===== src/rtl/fpu_exc_pkg.sv =====
package fpu_exc_pkg;
  localparam int NEXC   = 6;
  localparam int TOP_W  = 3;
  localparam int WORD_W = 16;

  localparam int EXC_INV  = 0;
  localparam int SW_SF    = 6;
  localparam int SW_ES    = 7;
  localparam int SW_C0    = 8;
  localparam int SW_C1    = 9;
  localparam int SW_C2    = 10;
  localparam int SW_TOPLO = 11;
  localparam int SW_C3    = 14;
  localparam int SW_BUSY  = 15;

  typedef logic [NEXC-1:0] exc_vec_t;

  typedef struct packed {
    logic [3:0]       cc;     // C3..C0
    logic [TOP_W-1:0] top;
    logic             sf;
    exc_vec_t         flags;
  } sw_state_t;
endpackage


===== src/rtl/fpu_es_calc.sv =====
module fpu_es_calc
  import fpu_exc_pkg::*;
(
  input  exc_vec_t flags_i,
  input  exc_vec_t masks_i,
  output logic     es_o
);
  exc_vec_t unmasked;

  for (genvar i = 0; i < NEXC; i++) begin : g_unm
    assign unmasked[i] = flags_i[i] & ~masks_i[i];
  end

  assign es_o = |unmasked;
endmodule


===== src/rtl/fpu_cw_reg.sv =====
module fpu_cw_reg
  import fpu_exc_pkg::*;
#(
  parameter logic [WORD_W-1:0] CW_RST = 16'h037F
) (
  input  logic              clk_i,
  input  logic              rst_ni,
  input  logic              init_i,
  input  logic              ld_i,
  input  logic [WORD_W-1:0] ld_data_i,
  output logic [WORD_W-1:0] cw_o
);
  logic [WORD_W-1:0] cw_q;

  always_ff @(posedge clk_i or negedge rst_ni) begin
    if (!rst_ni)     cw_q <= CW_RST;
    else if (init_i) cw_q <= CW_RST;
    else if (ld_i)   cw_q <= ld_data_i;
  end

  assign cw_o = cw_q;

  a_r4_cw_init: assert property (@(posedge clk_i) disable iff (!rst_ni)
    init_i |=> cw_o == CW_RST);
  a_r8_cw_load: assert property (@(posedge clk_i) disable iff (!rst_ni)
    (ld_i && !init_i) |=> cw_o == $past(ld_data_i));
endmodule


===== src/rtl/fpu_sw_state.sv =====
module fpu_sw_state
  import fpu_exc_pkg::*;
(
  input  logic              clk_i,
  input  logic              rst_ni,
  input  logic              init_i,
  input  logic              clr_i,
  input  logic              rpt_valid_i,
  input  exc_vec_t          rpt_exc_i,
  input  logic              rpt_stk_i,
  input  logic              rpt_c1_i,
  input  logic              cc_wr_i,
  input  logic [3:0]        cc_i,
  input  logic              top_wr_i,
  input  logic [TOP_W-1:0]  top_i,
  input  logic              ld_i,
  input  logic [WORD_W-1:0] ld_data_i,
  output sw_state_t         st_o
);
  sw_state_t st_q, st_d;
  logic      stk_fault;
  logic      unused_ld_bits;

  assign stk_fault      = rpt_valid_i & rpt_stk_i;
  assign unused_ld_bits = ^{ld_data_i[SW_ES], ld_data_i[SW_BUSY]};

  always_comb begin
    st_d = st_q;
    if (clr_i) begin
      st_d.flags = '0;
      st_d.sf    = 1'b0;
    end
    if (rpt_valid_i) st_d.flags = st_d.flags | rpt_exc_i;
    if (stk_fault) begin
      st_d.flags[EXC_INV] = 1'b1;
      st_d.sf             = 1'b1;
    end
    if (cc_wr_i)   st_d.cc    = cc_i;
    if (stk_fault) st_d.cc[1] = rpt_c1_i;
    if (top_wr_i)  st_d.top   = top_i;
    if (ld_i) begin
      // summary and busy bits are not taken from the data
      st_d.flags = ld_data_i[NEXC-1:0];
      st_d.sf    = ld_data_i[SW_SF];
      st_d.cc    = {ld_data_i[SW_C3], ld_data_i[SW_C2], ld_data_i[SW_C1], ld_data_i[SW_C0]};
      st_d.top   = ld_data_i[SW_TOPLO +: TOP_W];
    end
    if (init_i) st_d = '0;
  end

  always_ff @(posedge clk_i or negedge rst_ni) begin
    if (!rst_ni) st_q <= '0;
    else         st_q <= st_d;
  end

  assign st_o = st_q;

  a_r5_sticky: assert property (@(posedge clk_i) disable iff (!rst_ni)
    (!init_i && !clr_i && !ld_i) |=> ((st_o.flags & $past(st_o.flags)) == $past(st_o.flags)));
  a_r7_stack_fault: assert property (@(posedge clk_i) disable iff (!rst_ni)
    (rpt_valid_i && rpt_stk_i && !init_i && !ld_i) |=>
      (st_o.flags[EXC_INV] && st_o.sf && st_o.cc[1] == $past(rpt_c1_i)));
  a_r3_load_fields: assert property (@(posedge clk_i) disable iff (!rst_ni)
    (ld_i && !init_i) |=> (st_o.flags == $past(ld_data_i[NEXC-1:0]) &&
                           st_o.top == $past(ld_data_i[SW_TOPLO +: TOP_W])));
  a_r4_init_clear: assert property (@(posedge clk_i) disable iff (!rst_ni)
    init_i |=> st_o == '0);
  a_r6_clear: assert property (@(posedge clk_i) disable iff (!rst_ni)
    (clr_i && !rpt_valid_i && !init_i && !ld_i) |=> (st_o.flags == '0 && !st_o.sf));
endmodule


===== src/rtl/fpu_exc_ctrl.sv =====
module fpu_exc_ctrl
  import fpu_exc_pkg::*;
#(
  parameter logic [15:0] CW_RST = 16'h037F
) (
  input  logic        clk_i,
  input  logic        rst_ni,
  input  logic        init_i,
  input  logic        clr_exc_i,
  input  logic        rpt_valid_i,
  input  logic [5:0]  rpt_exc_i,
  input  logic        rpt_stk_i,
  input  logic        rpt_c1_i,
  input  logic        cc_wr_i,
  input  logic [3:0]  cc_i,
  input  logic        top_wr_i,
  input  logic [2:0]  top_i,
  input  logic        cw_ld_i,
  input  logic [15:0] cw_ld_data_i,
  input  logic        sw_ld_i,
  input  logic [15:0] sw_ld_data_i,
  output logic [15:0] cw_o,
  output logic [15:0] sw_o,
  output logic        error_o
);
  sw_state_t st;
  logic      es;

  fpu_cw_reg #(.CW_RST(CW_RST)) u_cw (
    .clk_i, .rst_ni, .init_i,
    .ld_i(cw_ld_i), .ld_data_i(cw_ld_data_i), .cw_o(cw_o)
  );

  fpu_sw_state u_sw (
    .clk_i, .rst_ni, .init_i,
    .clr_i(clr_exc_i), .rpt_valid_i, .rpt_exc_i, .rpt_stk_i, .rpt_c1_i,
    .cc_wr_i, .cc_i, .top_wr_i, .top_i,
    .ld_i(sw_ld_i), .ld_data_i(sw_ld_data_i), .st_o(st)
  );

  fpu_es_calc u_es (
    .flags_i(st.flags), .masks_i(cw_o[NEXC-1:0]), .es_o(es)
  );

  assign sw_o = {es, st.cc[3], st.top, st.cc[2], st.cc[1], st.cc[0], es, st.sf, st.flags};
  assign error_o = es;

  a_r1_error_needs_unmasked: assert property (@(posedge clk_i) disable iff (!rst_ni)
    error_o |-> ((sw_o[5:0] & ~cw_o[5:0]) != 6'd0));
  a_r1_unmasked_gives_error: assert property (@(posedge clk_i) disable iff (!rst_ni)
    ((sw_o[5:0] & ~cw_o[5:0]) != 6'd0) |-> error_o);
endmodule


===== config.mk =====
export PLATFORM = sky130hd
export DESIGN_NAME = fpu_exc_ctrl
export DESIGN_NICKNAME = d
export VERILOG_FILES = /design/src/rtl/fpu_exc_pkg.sv /design/src/rtl/fpu_es_calc.sv /design/src/rtl/fpu_cw_reg.sv /design/src/rtl/fpu_sw_state.sv /design/src/rtl/fpu_exc_ctrl.sv
export SDC_FILE = /design/constraint.sdc
export NUM_CORES = 1
export LEC_CHECK = 0
export ABC_AREA = 1
export BUFFER_PORTS_ARGS = -buffer_cell sky130_fd_sc_hd__clkbuf_2
export CAP_MARGIN = 20
export CORE_UTILIZATION = 25
export CTS_CLUSTER_DIAMETER = 60
export DETAILED_ROUTE_END_ITERATION = 16
export PLACE_DENSITY_LB_ADDON = 0.1
export SLEW_MARGIN = 20
export SYNTH_ARGS = -nofsm -noshare
export SYNTH_HDL_FRONTEND = slang
export SYNTH_SLANG_ARGS = --single-unit

===== constraint.sdc =====
create_clock -name clk_i -period 1.7 [get_ports clk_i]
set_clock_uncertainty 0.1 [all_clocks]
set_input_delay 0.34 -clock clk_i [delete_from_list [all_inputs] [get_ports clk_i]]
set_output_delay 0.34 -clock clk_i [all_outputs]
set_load 0.03 [all_outputs]

---- Yosys cells after proc, flatten, opt, wreduce, memory -nomap -nowiden ----
Cells that the tools add are included.
Widths: inputs -> output; s select.
word-level totals
  register bits ........................... 30
  bits of input ports ..................... 56
  output and inout bits ................... 33
  logic and storage cells ................. 37
cells by class
  multiplexer cells ....................... 11
  bitwise gates (word level) .............. 14
  reduce and logical (&&, ||, !) cells .... 6
operators with widths
  operator           count
  $mux 16            2
  $mux 14            2
  $reduce_bool 4->1  2
  $and 1x1->1        7
  $mux 7             1
  $mux 6             1
  $not 1->1          6
  $or 6x6->6         1
  $reduce_bool 3->1  2
  $reduce_or 6->1    1
  $mux 4             1
  $mux 1             3
  $mux 3             1
  $reduce_bool 2->1  1

---- Depth between registers and ports, before layout ----
  depth after elaboration ................. 6
  depth in mapped cells ................... 6
  depth with buffers taken out ............ 5

---- Hierarchy ----
A second synthesis with hierarchy kept.
second synthesis, totals
  cell total of the unflattened synthesis .. 175
  area, all modules ....................... 1517.7 um^2
by module, submodules not included
  module        times used  cells an instance  area each (um^2)  seq. area each (um^2)
  fpu_cw_reg    1           70                 720.7             411.6
  fpu_sw_state  1           86                 716.9             350.3
  fpu_es_calc   1           17                 65.1              0.0
  fpu_exc_ctrl  1           2                  15.0              0.0

---- Worst setup path after synthesis ----
Ideal clock, no wire load.
  path type ............................... reg-to-output
  from .................................... reg u_cw.cw_q[5], in the netlist u_cw.cw_o[5]
  to ...................................... out sw_o[15]
  arrival ................................. 1463 ps
  data required time ...................... 1260 ps
  path slack .............................. -203 ps
  cell stages (with the launch flop) ...... 7
  path buffers ............................ 1
  cells stage by stage .................... dfstp_2 inv_1 nand2_1 o21ai_0 nor2_1 nand3_1 buf_4
between the ends
  longest elaborated chain between the ends .. 3
ends and longest elaborated chain
  element                 RTL line            text
  start, declared         fpu_cw_reg.sv:13    logic [WORD_W-1:0] cw_q;
  start signal, assigned  fpu_cw_reg.sv:18    else if (ld_i) cw_q <= ld_data_i;
  $not 1->1               fpu_es_calc.sv:11   assign unmasked[i] = flags_i[i] & ~masks_i[i];
  $and 1x1->1             fpu_es_calc.sv:11
  $reduce_or 6->1         fpu_es_calc.sv:14   assign es_o = |unmasked;
  end, declared           fpu_exc_ctrl.sv:23  output logic [15:0] sw_o,
Every way passes these cells.

---- Worst setup path in the final report ----
  from .................................... reg u_cw.cw_q[5], in the netlist u_cw.cw_o[5]
  to ...................................... out error_o
between the ends
  longest elaborated chain between the ends .. 3
ends and longest elaborated chain
  element          RTL line            text
  $not 1->1        fpu_es_calc.sv:11
  $and 1x1->1      fpu_es_calc.sv:11
  $reduce_or 6->1  fpu_es_calc.sv:14
  end, declared    fpu_exc_ctrl.sv:24  output logic error_o
Every way passes these cells.

==> flow_metrics.tcl <==
set metrics [dict create \
    start_kind "register" \
    r2r_cells 4 \
    yosysUniqueCellTypes 18 \
    antenna_cells 0 \
    yosys_warnings 0 \
    ys_seq_area_frac 0.559 \
    syn_nets 200 \
    worst-path-buf-inv 2 \
    die_w_um 75.8 \
    gp_congestion 0.714 \
    ff2ff_setup_slack_ns 0.76 \
    finalPower_mw 1.77 \
    hold_path.class "in -> reg" \
    syn_area_per_cell_um2 9.46 \
    viasPerCell 4.38 \
    clk_pin_slew_worst_paths_ns 0.06 \
    switching_power_mw 0.529 \
    portBuffers 86 \
    whs_path_depth 2 \
    dieArea_um2 5750 \
    setup_viol 3 \
    dp_hpwl_mm 2.94 \
    synth_mux_area_frac 0 \
    min-delay-start "cw_ld_data_i[10]" \
    ioPinCount 89 \
    cts_made_buffers 5 \
    worst-slew-pin-transition_ns 0.445 \
    antenna_found_initial 0 \
    maxSlewHeadroom 0.703 \
    grt-ovfl-total 0 \
    area_delta_synth_final_pct 46.0 \
    dp_cells 297 \
    worst-setup-path-type "reg -> out" \
    first_pass_iters 4 \
    path_cells "inv_2 -> nand2_1 -> o21ai_1 -> nor2_1 -> nand3_2 -> buf_4" \
    power_frac_seq 0.453 \
    leakage_nw 1.04 \
    p_int_mw 1.24 \
    hold_end "u_cw.cw_o[10]" \
    min_period_ns 1.76 \
    max_stage_delay_ns 0.54 \
    grt_use_total 0.138 \
    drtAntennaViolNets 0 \
    drive_gt1_frac 0.500 \
    fmax_mhz 568 \
    root_buffer "clkbuf_8" \
    p_comb_frac 0.218 \
    critPathRequiredTime_ns 1.26 \
    synthesis.area_um2 1360 \
    ir_drop_v 0.000281 \
    critPathCaptureType "primary output" \
    cts_buffer_depth 2 \
    cp_max_fo 3 \
    fp.dieH_um 75.8 \
    fillers 575 \
    violations "negative setup slack" \
    drt-initial-drc-count 52 \
    synth_seq_cells 30 \
    yosys.area_share.simple 0.145 \
    swShare 0.300 \
    routed_wl_mm 3.74 \
    vias 1341 \
    reg2reg_to "u_sw.st_o[0]" \
    finalNetCount 291 \
    grt_max_degree 17 \
    synthCells 144 \
    start_util 0.263 \
    slew_violations 0 \
    clk_latency_ns 0.27 \
    post-route-drc-count 0 \
    synthAdderAreaFrac 0 \
    synth_compound_area_frac 0.230 \
    rows 26 \
    coreArea_um2 5170 \
    grt_pass1_wl_mm 5.82 \
    crit_family "flip-flops" \
    cts.sinks 30 \
    rr_startpoint "u_sw.st_o[0]" \
    synthXorXnorAreaFrac 0 \
    crit_slowest_cell "dfstp_2" \
    power_frac_clock 0.329 \
    synth_top_family_by_area "compound AO/OA/AOI/OAI gates" \
    timing.final.hold_violations 0 \
    grt_pass1_vias 1257 \
    pre_cts_ws_ns 0.199 \
    cap_violations 0 \
    cts_tree "built" \
    crit_arrival_ns 1.32 \
    setup_slack_ns -0.0621 \
    fin_cells 306 \
    rsz0062_at_grt "yes" \
    status "complete, but fails checks" \
    cts_htree_levels 2 \
    wire_per_inst_um 12.2 \
    timing.final.crit_share 1.04 \
    p_per_area_nw_per_um2 888 \
]
[worst register-to-register path: stages (launching register included)]
cell and delay, ns:
dfrtp_1 0.37, inv_1 0.10, nor2_1 0.05, a21oi_1 0.12, a21oi_1 0.08
[synth_stat cells]
cell,n,area [um2]
dfrtp_1,21,526
o21ai_0,21,105
nand2_1,19,71.3
a21oi_1,16,80.1
inv_1,12,45.0
dfstp_2,9,236
nor2_1,8,30.0
a22o_1,7,61.3
o22a_1,7,61.3
nand3_1,6,30.0
or2_2,6,37.5
buf_4,3,22.5
inv_2,3,11.3
clkbuf_2,2,10.0
nand2_4,1,11.3
nor2_2,1,6.26
nor2_4,1,11.3
o22ai_1,1,6.26
[placed cells by master (no fill, tap or decap), types with 4 or more instances in the layout]
cell type,instances
o22a_1,7
dfstp_2,9
or2_2,6
a21oi_1,16
o21ai_0,20
nor2_1,8
dfrtp_1,21
buf_4,4
inv_2,4
nand2_1,19
clkbuf_2,83
nand3_1,5
clkbuf_8,6
inv_1,11
a22o_1,7
[through the flow]
step	utilization	cell area [um2]	hold slack (ns)	TNS [ns]
floorplan	-	1380	-0.0556	-0.0982
finish	0.385	1990	0.182	-0.186
global placement	0.364	1880	0.203	0
CTS	0.385	1990	0.174	-0.325
detailed placement	0.364	1880	0.206	0
global route	0.385	1990	0.174	-0.462
[registers in the layout, indices dropped and copies added, names as in the netlist]
signal,cells
u_cw.cw_o,16
u_sw.st_o,14
[worst max-delay path by stage]
stage	start	endpoint	slack (ns)	cells past startpoint
floorplan	u_cw.cw_o[5]	sw_o[15]	-0.05	6
global placement	u_cw.cw_o[5]	error_o	0.21	6
detailed placement	u_cw.cw_o[5]	error_o	0.20	6
CTS	u_cw.cw_o[5]	error_o	-0.11	6
global route	u_cw.cw_o[5]	sw_o[15]	-0.15	6
finish	u_cw.cw_o[5]	error_o	-0.06	6
[power groups by stage]
stage / Clock (mW) / Combinational [mW] / Sequential, mW
2_1_floorplan: 0 / 0.135 / 0.905
3_3_place_gp: 0 / 0.383 / 0.812
4_1_cts: 0.602 / 0.391 / 0.800
6_report: 0.581 / 0.385 / 0.800
5_1_grt: 0.636 / 0.425 / 0.806
3_5_place_dp: 0 / 0.385 / 0.811
[cells by family after synthesis]
group                  Yosys count
AOI/OAI and AO/OA               52
buffers and inverters           20
DFF                             30
and+or+nand+nor                 42
[routing by layer]
layer	global-route usage	routed length [um]	up-vias
met1	0.175	1680	609
met3	0.0450	304	2
met4	0.0494	22	0
li1	-	-	670
met5	0	0	-
met2	0.222	1740	60
[what timing repair did]
item	in CTS	in global routing
resized for setup	3	3
buffers inserted	0	0
hold endpoints to repair	14	0
gates cloned	0	0
pin swaps	0	1
endpoints found under the setup margin	3	3
hold buffers	1	0
[final cells by class]
cell class                      count  area [um2]  area share
Clock buffer                        7        86.3      0.0434
Clock inverter                      1        5.00     0.00252
Inverter                           15        56.3      0.0283
Multi-Input combinational cell     94         517       0.260
Sequential cell                    30         762       0.383
Tap cell                           70        87.6      0.0440
Timing Repair Buffer               89         475       0.239
Note: power is estimated with default switching activity, not from simulation.
